===== src/rtl/agc_pkg.sv =====
// Shared types for the receiver gain controller.
// Assumes: nothing beyond a single clock domain for its users.
package agc_pkg;

    // Gain state of the front-end amplifier.
    typedef enum logic {
        GAIN_LOW  = 1'b0,
        GAIN_HIGH = 1'b1
    } gain_e;

endpackage


===== src/rtl/agc_sync.sv =====
// Multi-stage flop synchronizer for one asynchronous level.
// Assumes: the input is a slow level, so a single bit needs no handshake.
module agc_sync #(
    parameter int STAGES = 2
) (
    input  logic clk,
    input  logic rst_n,
    input  logic d_async,
    output logic q_sync
);
    logic [STAGES-1:0] chain;

    // Shift the raw level through the stage chain; reset to "below threshold".
    always_ff @(posedge clk) begin
        if (!rst_n) chain <= '0;
        else        chain <= {chain[STAGES-2:0], d_async};
    end

    assign q_sync = chain[STAGES-1];
endmodule


===== src/rtl/agc_dwell_decode.sv =====
// Turns the select code into an enable and a dwell length of 2^K cycles.
// Assumes: K = 2*code + EXP_OFFSET fits in CNT_W-1 for every nonzero code.
module agc_dwell_decode #(
    parameter int SEL_W      = 3,
    parameter int EXP_OFFSET = 9,
    parameter int CNT_W      = 24
) (
    input  logic [SEL_W-1:0] sel,
    output logic             enable,
    output logic [CNT_W-1:0] length
);
    localparam logic [CNT_W-1:0] ONE = {{(CNT_W-1){1'b0}}, 1'b1};

    // Code zero disables the control; otherwise length is a power of two.
    always_comb begin
        int k;
        k      = 2 * int'(sel) + EXP_OFFSET;
        enable = (sel != '0);
        length = enable ? (ONE << k) : '0;
    end
endmodule


===== src/rtl/agc_dwell_timer.sv =====
// Dwell counter that captures its terminal length at start.
// Assumes: the caller issues at most one of start, step, clear per cycle.
module agc_dwell_timer #(
    parameter int CNT_W = 24
) (
    input  logic             clk,
    input  logic             rst_n,
    input  logic             start,
    input  logic             step,
    input  logic             clear,
    input  logic [CNT_W-1:0] length_in,
    output logic [CNT_W-1:0] count,
    output logic [CNT_W-1:0] limit,
    output logic             expired
);
    localparam logic [CNT_W-1:0] ONE = {{(CNT_W-1){1'b0}}, 1'b1};

    // Capture the length on start, advance on step, zero on clear.
    always_ff @(posedge clk) begin
        if (!rst_n) begin
            count <= '0;
            limit <= '0;
        end else if (start) begin
            count <= ONE;
            limit <= length_in;
        end else if (clear) begin
            count <= '0;
        end else if (step) begin
            count <= count + ONE;
        end
    end

    assign expired = (count == limit);
endmodule


===== src/rtl/agc_ctrl.sv =====
// Receiver gain controller: drops to low gain on an above-threshold flag,
// returns to high gain after 2^K cycles of continuous below-threshold power.
// Assumes: dwell_sel is static or synchronous to clk; above_thr is async.
module agc_ctrl #(
    parameter int SEL_W       = 3,
    parameter int EXP_OFFSET  = 9,
    parameter int SYNC_STAGES = 2
) (
    input  logic             clk,
    input  logic             rst_n,
    input  logic [SEL_W-1:0] dwell_sel,
    input  logic             above_thr,
    output logic             gain_high,
    output logic             dwelling
);
    import agc_pkg::*;

    localparam int MAX_EXP = 2 * ((1 << SEL_W) - 1) + EXP_OFFSET;
    localparam int CNT_W   = MAX_EXP + 1;

    logic             above_sync;
    logic             sel_en;
    logic [CNT_W-1:0] sel_len;
    logic [CNT_W-1:0] dwell_cnt;
    logic [CNT_W-1:0] dwell_lim;
    logic             dwell_done;
    gain_e            gain_q, gain_d;
    logic             active_q, active_d;
    logic             t_start, t_step, t_clear;

    agc_sync #(.STAGES(SYNC_STAGES)) u_sync (
        .clk     (clk),
        .rst_n   (rst_n),
        .d_async (above_thr),
        .q_sync  (above_sync)
    );

    agc_dwell_decode #(.SEL_W(SEL_W), .EXP_OFFSET(EXP_OFFSET), .CNT_W(CNT_W)) u_dec (
        .sel    (dwell_sel),
        .enable (sel_en),
        .length (sel_len)
    );

    agc_dwell_timer #(.CNT_W(CNT_W)) u_timer (
        .clk       (clk),
        .rst_n     (rst_n),
        .start     (t_start),
        .step      (t_step),
        .clear     (t_clear),
        .length_in (sel_len),
        .count     (dwell_cnt),
        .limit     (dwell_lim),
        .expired   (dwell_done)
    );

    // Next-state decision for gain and countdown activity.
    always_comb begin
        gain_d   = gain_q;
        active_d = active_q;
        t_start  = 1'b0;
        t_step   = 1'b0;
        t_clear  = 1'b0;
        if (!sel_en) begin
            gain_d   = GAIN_HIGH;
            active_d = 1'b0;
            t_clear  = 1'b1;
        end else if (gain_q == GAIN_HIGH) begin
            if (above_sync) gain_d = GAIN_LOW;
        end else if (above_sync) begin
            active_d = 1'b0;
            t_clear  = 1'b1;
        end else if (!active_q) begin
            active_d = 1'b1;
            t_start  = 1'b1;
        end else if (dwell_done) begin
            gain_d   = GAIN_HIGH;
            active_d = 1'b0;
            t_clear  = 1'b1;
        end else begin
            t_step = 1'b1;
        end
    end

    // State registers; reset enters high gain with no countdown.
    always_ff @(posedge clk) begin
        if (!rst_n) begin
            gain_q   <= GAIN_HIGH;
            active_q <= 1'b0;
        end else begin
            gain_q   <= gain_d;
            active_q <= active_d;
        end
    end

    assign gain_high = (gain_q == GAIN_HIGH);
    assign dwelling  = active_q;
endmodule


===== config.mk =====
export PLATFORM = sky130hd
export DESIGN_NAME = agc_ctrl
export DESIGN_NICKNAME = d
export VERILOG_FILES = /design/src/rtl/agc_pkg.sv /design/src/rtl/agc_sync.sv /design/src/rtl/agc_dwell_decode.sv /design/src/rtl/agc_dwell_timer.sv /design/src/rtl/agc_ctrl.sv
export SDC_FILE = /design/constraint.sdc
export NUM_CORES = 1
export LEC_CHECK = 0
export ABC_AREA = 1
export CORE_MARGIN = 2
export CORE_UTILIZATION = 50
export DETAILED_ROUTE_END_ITERATION = 16
export GPL_ROUTABILITY_DRIVEN = 0
export MAX_ROUTING_LAYER = met4
export PLACE_DENSITY = 0.67
export SLEW_MARGIN = 25
export SYNTH_ARGS = -nofsm -noshare
export SYNTH_HDL_FRONTEND = slang
export SYNTH_SLANG_ARGS = --single-unit

===== constraint.sdc =====
create_clock -name clk -period 2.5 [get_ports clk]
set_clock_uncertainty 0.15 [all_clocks]
set_input_delay 0.5 -clock clk [delete_from_list [all_inputs] [get_ports clk]]
set_output_delay 0.5 -clock clk [all_outputs]
set_load 0.03 [all_outputs]

==> impl_metrics.prom <==
# TYPE chip_impl_metric gauge
chip_impl_info{name="cp-endpoint",value="gain_high"} 1
chip_impl_info{name="regToRegStartpoint",value="u_timer.count[0]$_SDFFE_PN0P_"} 1
chip_impl_metric{name="avgSynthCellArea",unit="µm²"} 6.25
chip_impl_metric{name="insertedDiodeCount",unit=""} 0
chip_impl_metric{name="timing.fmax",unit="GHz"} 0.471
chip_impl_info{name="synth_largest_area_cell",value="sky130_fd_sc_hd__dfxtp_1"} 1
chip_impl_metric{name="holdBufCountCts",unit=""} 0
chip_impl_metric{name="post-cts-setup-buffer-count",unit=""} 0
chip_impl_metric{name="antenna_violating_nets_post_route",unit=""} 0
chip_impl_metric{name="clock_path_buffers",unit=""} 2
chip_impl_metric{name="die_height",unit="µm"} 74.3
chip_impl_metric{name="grt_pass1_vias",unit=""} 2059
chip_impl_metric{name="met3RoutedLength",unit="µm"} 179
chip_impl_info{name="slowest_stage",value="sky130_fd_sc_hd__clkdlybuf4s50_1"} 1
chip_impl_metric{name="cpPeakStageDelay",unit="ns"} 0.72
chip_impl_info{name="clock_tree_from_tritoncts",value="yes"} 1
chip_impl_metric{name="yosys_warnings",unit=""} 0
chip_impl_metric{name="drt-pass1-iter-count",unit=""} 4
chip_impl_metric{name="yosys.cell_types.count",unit=""} 30
chip_impl_info{name="worst_r2r_endpoint",value="u_timer.count[14]$_SDFFE_PP0P_"} 1
chip_impl_metric{name="setup_violations",unit=""} 0
chip_impl_metric{name="global_route.usage.total",unit="%"} 22.2
chip_impl_metric{name="share_of_synthesized_flip_flops_with_an_asynchronous_set_or_reset",unit="%"} 0
chip_impl_info{name="worstSetupStartpoint",value="gain_high$_SDFF_PN1_"} 1
chip_impl_metric{name="totalPowerFinal",unit="mW"} 1.25
chip_impl_metric{name="arrival",unit="ns"} 1.47
chip_impl_metric{name="via_per_inst",unit=""} 4.66
chip_impl_metric{name="netlist.area_leader.share",unit="%"} 32.4
chip_impl_metric{name="critical_path.n_buffers_inverters",unit=""} 1
chip_impl_metric{name="postSynthNetCount",unit=""} 402
chip_impl_metric{name="fraction_of_final_layout_cells_sized_beyond_drive_strength_1",unit="%"} 10.4
chip_impl_metric{name="pre_cts_slack",unit="ns"} 0.183
chip_impl_metric{name="cell_depth_of_the_worst_setup_path",unit=""} 1
chip_impl_metric{name="hpwlAfterDp",unit="mm"} 3.84
chip_impl_metric{name="initial_antenna_violation_count",unit=""} 0
chip_impl_info{name="synth_commonest_cells",value="sky130_fd_sc_hd__nand2_1, sky130_fd_sc_hd__inv_1, sky130_fd_sc_hd__nor2_1, sky130_fd_sc_hd__dfxtp_1, sky130_fd_sc_hd__xor2_1"} 1
chip_impl_metric{name="io_pins",unit=""} 8
chip_impl_info{name="ctsRootBufferMaster",value="sky130_fd_sc_hd__clkbuf_8"} 1
chip_impl_metric{name="max-cap-violations",unit=""} 0
chip_impl_metric{name="finalSetupTns",unit="ns"} 0
chip_impl_metric{name="timing.final.max_slew_violations",unit=""} 0
chip_impl_metric{name="leakagePower",unit="nW"} 1.11
chip_impl_metric{name="slew_headroom",unit="%"} 76.2
chip_impl_metric{name="io_buffer_count",unit=""} 7
chip_impl_metric{name="finalHoldViolations",unit=""} 0
chip_impl_info{name="ys_top_cells_by_area",value="sky130_fd_sc_hd__dfxtp_1, sky130_fd_sc_hd__nand2_1, sky130_fd_sc_hd__inv_1, sky130_fd_sc_hd__nor2_1, sky130_fd_sc_hd__xor2_1"} 1
chip_impl_info{name="grt_setup_unrepaired",value="no"} 1
chip_impl_metric{name="met1_wire_length",unit="mm"} 2.29
chip_impl_metric{name="postSynthCellCount",unit=""} 395
chip_impl_metric{name="fp.dieArea",unit="µm²"} 5520
chip_impl_metric{name="instances_no_fill",unit=""} 471
chip_impl_metric{name="row_count",unit=""} 25
chip_impl_metric{name="synth.cell_area",unit="µm²"} 2470
chip_impl_metric{name="detail_route.iter0.violations",unit=""} 129
chip_impl_info{name="path_class",value="flip-flop to output pin"} 1
chip_impl_info{name="hp-class",value="flip-flop to flip-flop"} 1
chip_impl_metric{name="finalCriticalPeriod",unit="ns"} 2.12
chip_impl_metric{name="core_area",unit="µm²"} 4750
chip_impl_metric{name="routed_wirelength",unit="mm"} 4.96
chip_impl_info{name="end_kind",value="output pin"} 1
chip_impl_metric{name="setup_slack",unit="ns"} 0.379
chip_impl_metric{name="worst_r2r_path_depth",unit=""} 9
chip_impl_metric{name="critPathRequiredTime",unit="ns"} 1.85
chip_impl_metric{name="clkSinkCount",unit=""} 40
chip_impl_metric{name="final_core_util",unit="%"} 56.4
chip_impl_metric{name="initial_core_util",unit="%"} 51.9
chip_impl_metric{name="clk_pin_slew_worst_paths",unit="ns"} 0.08
chip_impl_metric{name="cts_max_level",unit=""} 2
chip_impl_metric{name="grt_remaining_overflow",unit=""} 0
chip_impl_metric{name="peak_vdd_ir",unit="mV"} 0.314
chip_impl_metric{name="yosys_register_bits",unit=""} 40
chip_impl_metric{name="met2_length",unit="mm"} 2.43
chip_impl_info{name="cp_cell_sequence",value="clkdlybuf4s50_1"} 1
chip_impl_info{name="routed.top_layer",value="met4"} 1
chip_impl_metric{name="post_layout_net_count",unit=""} 410
chip_impl_metric{name="postCtsResizedCells",unit=""} 0
chip_impl_metric{name="worst-path-max-fanout",unit=""} 5
chip_impl_info{name="outcome",value="complete, no violations"} 1
chip_impl_metric{name="fp.dieW",unit="µm"} 74.3
chip_impl_info{name="critPathTopFamily",value="buffers and inverters"} 1
chip_impl_metric{name="drc_violations_left",unit=""} 0
chip_impl_metric{name="clkLatencyLatePin",unit="ns"} 0.30
chip_impl_metric{name="dp_cells",unit=""} 463
chip_impl_info{name="worstSetupStartpointType",value="flip-flop"} 1
chip_impl_metric{name="period_share",unit="%"} 84.9
chip_impl_metric{name="cellPowerDensity",unit="nW/µm²"} 466
chip_impl_metric{name="numCtsBuffers",unit=""} 5
chip_impl_metric{name="seq_area_frac_synth",unit="%"} 32.4
chip_impl_metric{name="regToRegSetupSlack",unit="ns"} 0.46
chip_impl_metric{name="worst_slew_pin_tran",unit="ns"} 0.357
chip_impl_metric{name="num_vias",unit=""} 2195
chip_impl_metric{name="synth-edff-count",unit=""} 0
chip_impl_metric{name="average_wire_per_cell_in_the_routed_design",unit="µm"} 10.5
chip_impl_metric{name="flow.area_growth_from_synthesis",unit="%"} 8.66
chip_impl_metric{name="grt_start_max_net_pins",unit=""} 28
chip_impl_info{name="synth_most_common_cell",value="sky130_fd_sc_hd__nand2_1"} 1
chip_impl_metric{name="grt_first_pass_wirelength",unit="mm"} 9.14
chip_impl_info{name="synth_ff_type",value="sky130_fd_sc_hd__dfxtp_1"} 1
-- stage by stage --
stage                     instance area (µm²)  hold WS [ns]
after floorplan                          2470         0.240
after global placement                   2570         0.260
after detailed placement                 2570         0.266
after CTS                                2680         0.294
after global routing                     2680         0.311
final                                    2680         0.282
-- worst min-delay path by stage --
stage	startpoint	endpoint	cells after the start
6_report	u_sync.chain[0]$_SDFF_PN0_	u_sync.chain[1]$_SDFF_PN0_	2
4_1_cts	u_sync.chain[0]$_SDFF_PN0_	u_sync.chain[1]$_SDFF_PN0_	2
2_1_floorplan	u_sync.chain[0]$_SDFF_PN0_	u_sync.chain[1]$_SDFF_PN0_	2
5_1_grt	u_sync.chain[0]$_SDFF_PN0_	u_sync.chain[1]$_SDFF_PN0_	2
3_3_place_gp	u_sync.chain[0]$_SDFF_PN0_	u_sync.chain[1]$_SDFF_PN0_	2
3_5_place_dp	u_sync.chain[0]$_SDFF_PN0_	u_sync.chain[1]$_SDFF_PN0_	2
-- layer usage --
layer  vias up  track usage [%]
met1       962             27.0
met4         0             7.14
met2        27             37.8
li1       1199                -
met5         -                -
met3         7             3.25
-- flip-flops by register name, indices dropped and copies added (netlist names) --
signal and cells:
u_timer.count 24, u_timer.limit 12, gain_high 1, u_sync.chain 2, dwelling 1
-- cells in the final DEF, fill, tap and decap left out --
master and count:
sky130_fd_sc_hd__nand3_2 1, sky130_fd_sc_hd__nor3_1 5, sky130_fd_sc_hd__nand3_1 13, sky130_fd_sc_hd__o21ai_2 8, sky130_fd_sc_hd__o21ai_0 6, sky130_fd_sc_hd__buf_12 1, sky130_fd_sc_hd__inv_1 60, sky130_fd_sc_hd__nand4_1 3
sky130_fd_sc_hd__nand3b_1 3, sky130_fd_sc_hd__xnor2_1 6, sky130_fd_sc_hd__a21boi_0 1, sky130_fd_sc_hd__o31ai_1 1, sky130_fd_sc_hd__o22ai_1 6, sky130_fd_sc_hd__o21ai_1 1, sky130_fd_sc_hd__or2_2 1, sky130_fd_sc_hd__bufinv_16 1
sky130_fd_sc_hd__a21oi_1 2, sky130_fd_sc_hd__clkdlybuf4s50_1 7, sky130_fd_sc_hd__nor2_1 60, sky130_fd_sc_hd__nand2_4 1, sky130_fd_sc_hd__clkinvlp_4 1, sky130_fd_sc_hd__inv_4 1, sky130_fd_sc_hd__buf_4 1, sky130_fd_sc_hd__dfxtp_1 40
sky130_fd_sc_hd__nand2_1 133, sky130_fd_sc_hd__ha_1 1, sky130_fd_sc_hd__inv_2 8, sky130_fd_sc_hd__xor2_1 14, sky130_fd_sc_hd__nor2_2 10, sky130_fd_sc_hd__nand2_2 1, sky130_fd_sc_hd__clkbuf_8 5, sky130_fd_sc_hd__clkinv_2 1
sky130_fd_sc_hd__nor4_4 1
-- tightest hold or removal path: stages, from the launching register on --
cell and delay [ns]:
sky130_fd_sc_hd__dfxtp_1 0.32, sky130_fd_sc_hd__nand2_1 0.05, sky130_fd_sc_hd__inv_1 0.04
-- logic make-up after synthesis --
group | after synthesis | share of synthesized area, %
AO/OA/AOI/OAI | 25 | 6.79
XOR/XNOR | 20 | 7.09
adder cells (fa/ha/maj) | 1 | 0.507
buffers and inverters | 77 | 13.8
flip-flops | 40 | 32.4
AND/OR/NAND/NOR | 232 | 39.4
-- where the power goes --
part           internal [mW]  switching, mW  total, mW
combinational         0.0266         0.0432     0.0699
sequential             0.641        0.00515      0.646
clock                  0.295          0.239      0.535
total                  0.963          0.288       1.25
-- area by class of cell --
cell class | instances | area, µm²
repair buffers | 9 | 97.6
multi-input cells | 278 | 1330
inverters | 69 | 262
well taps | 67 | 83.8
clock inverters | 3 | 42.5
clock buffers | 5 | 68.8
flip-flops and latches | 40 | 801
fillers | 491 | 2070
Power figures use the tool's default switching activity.
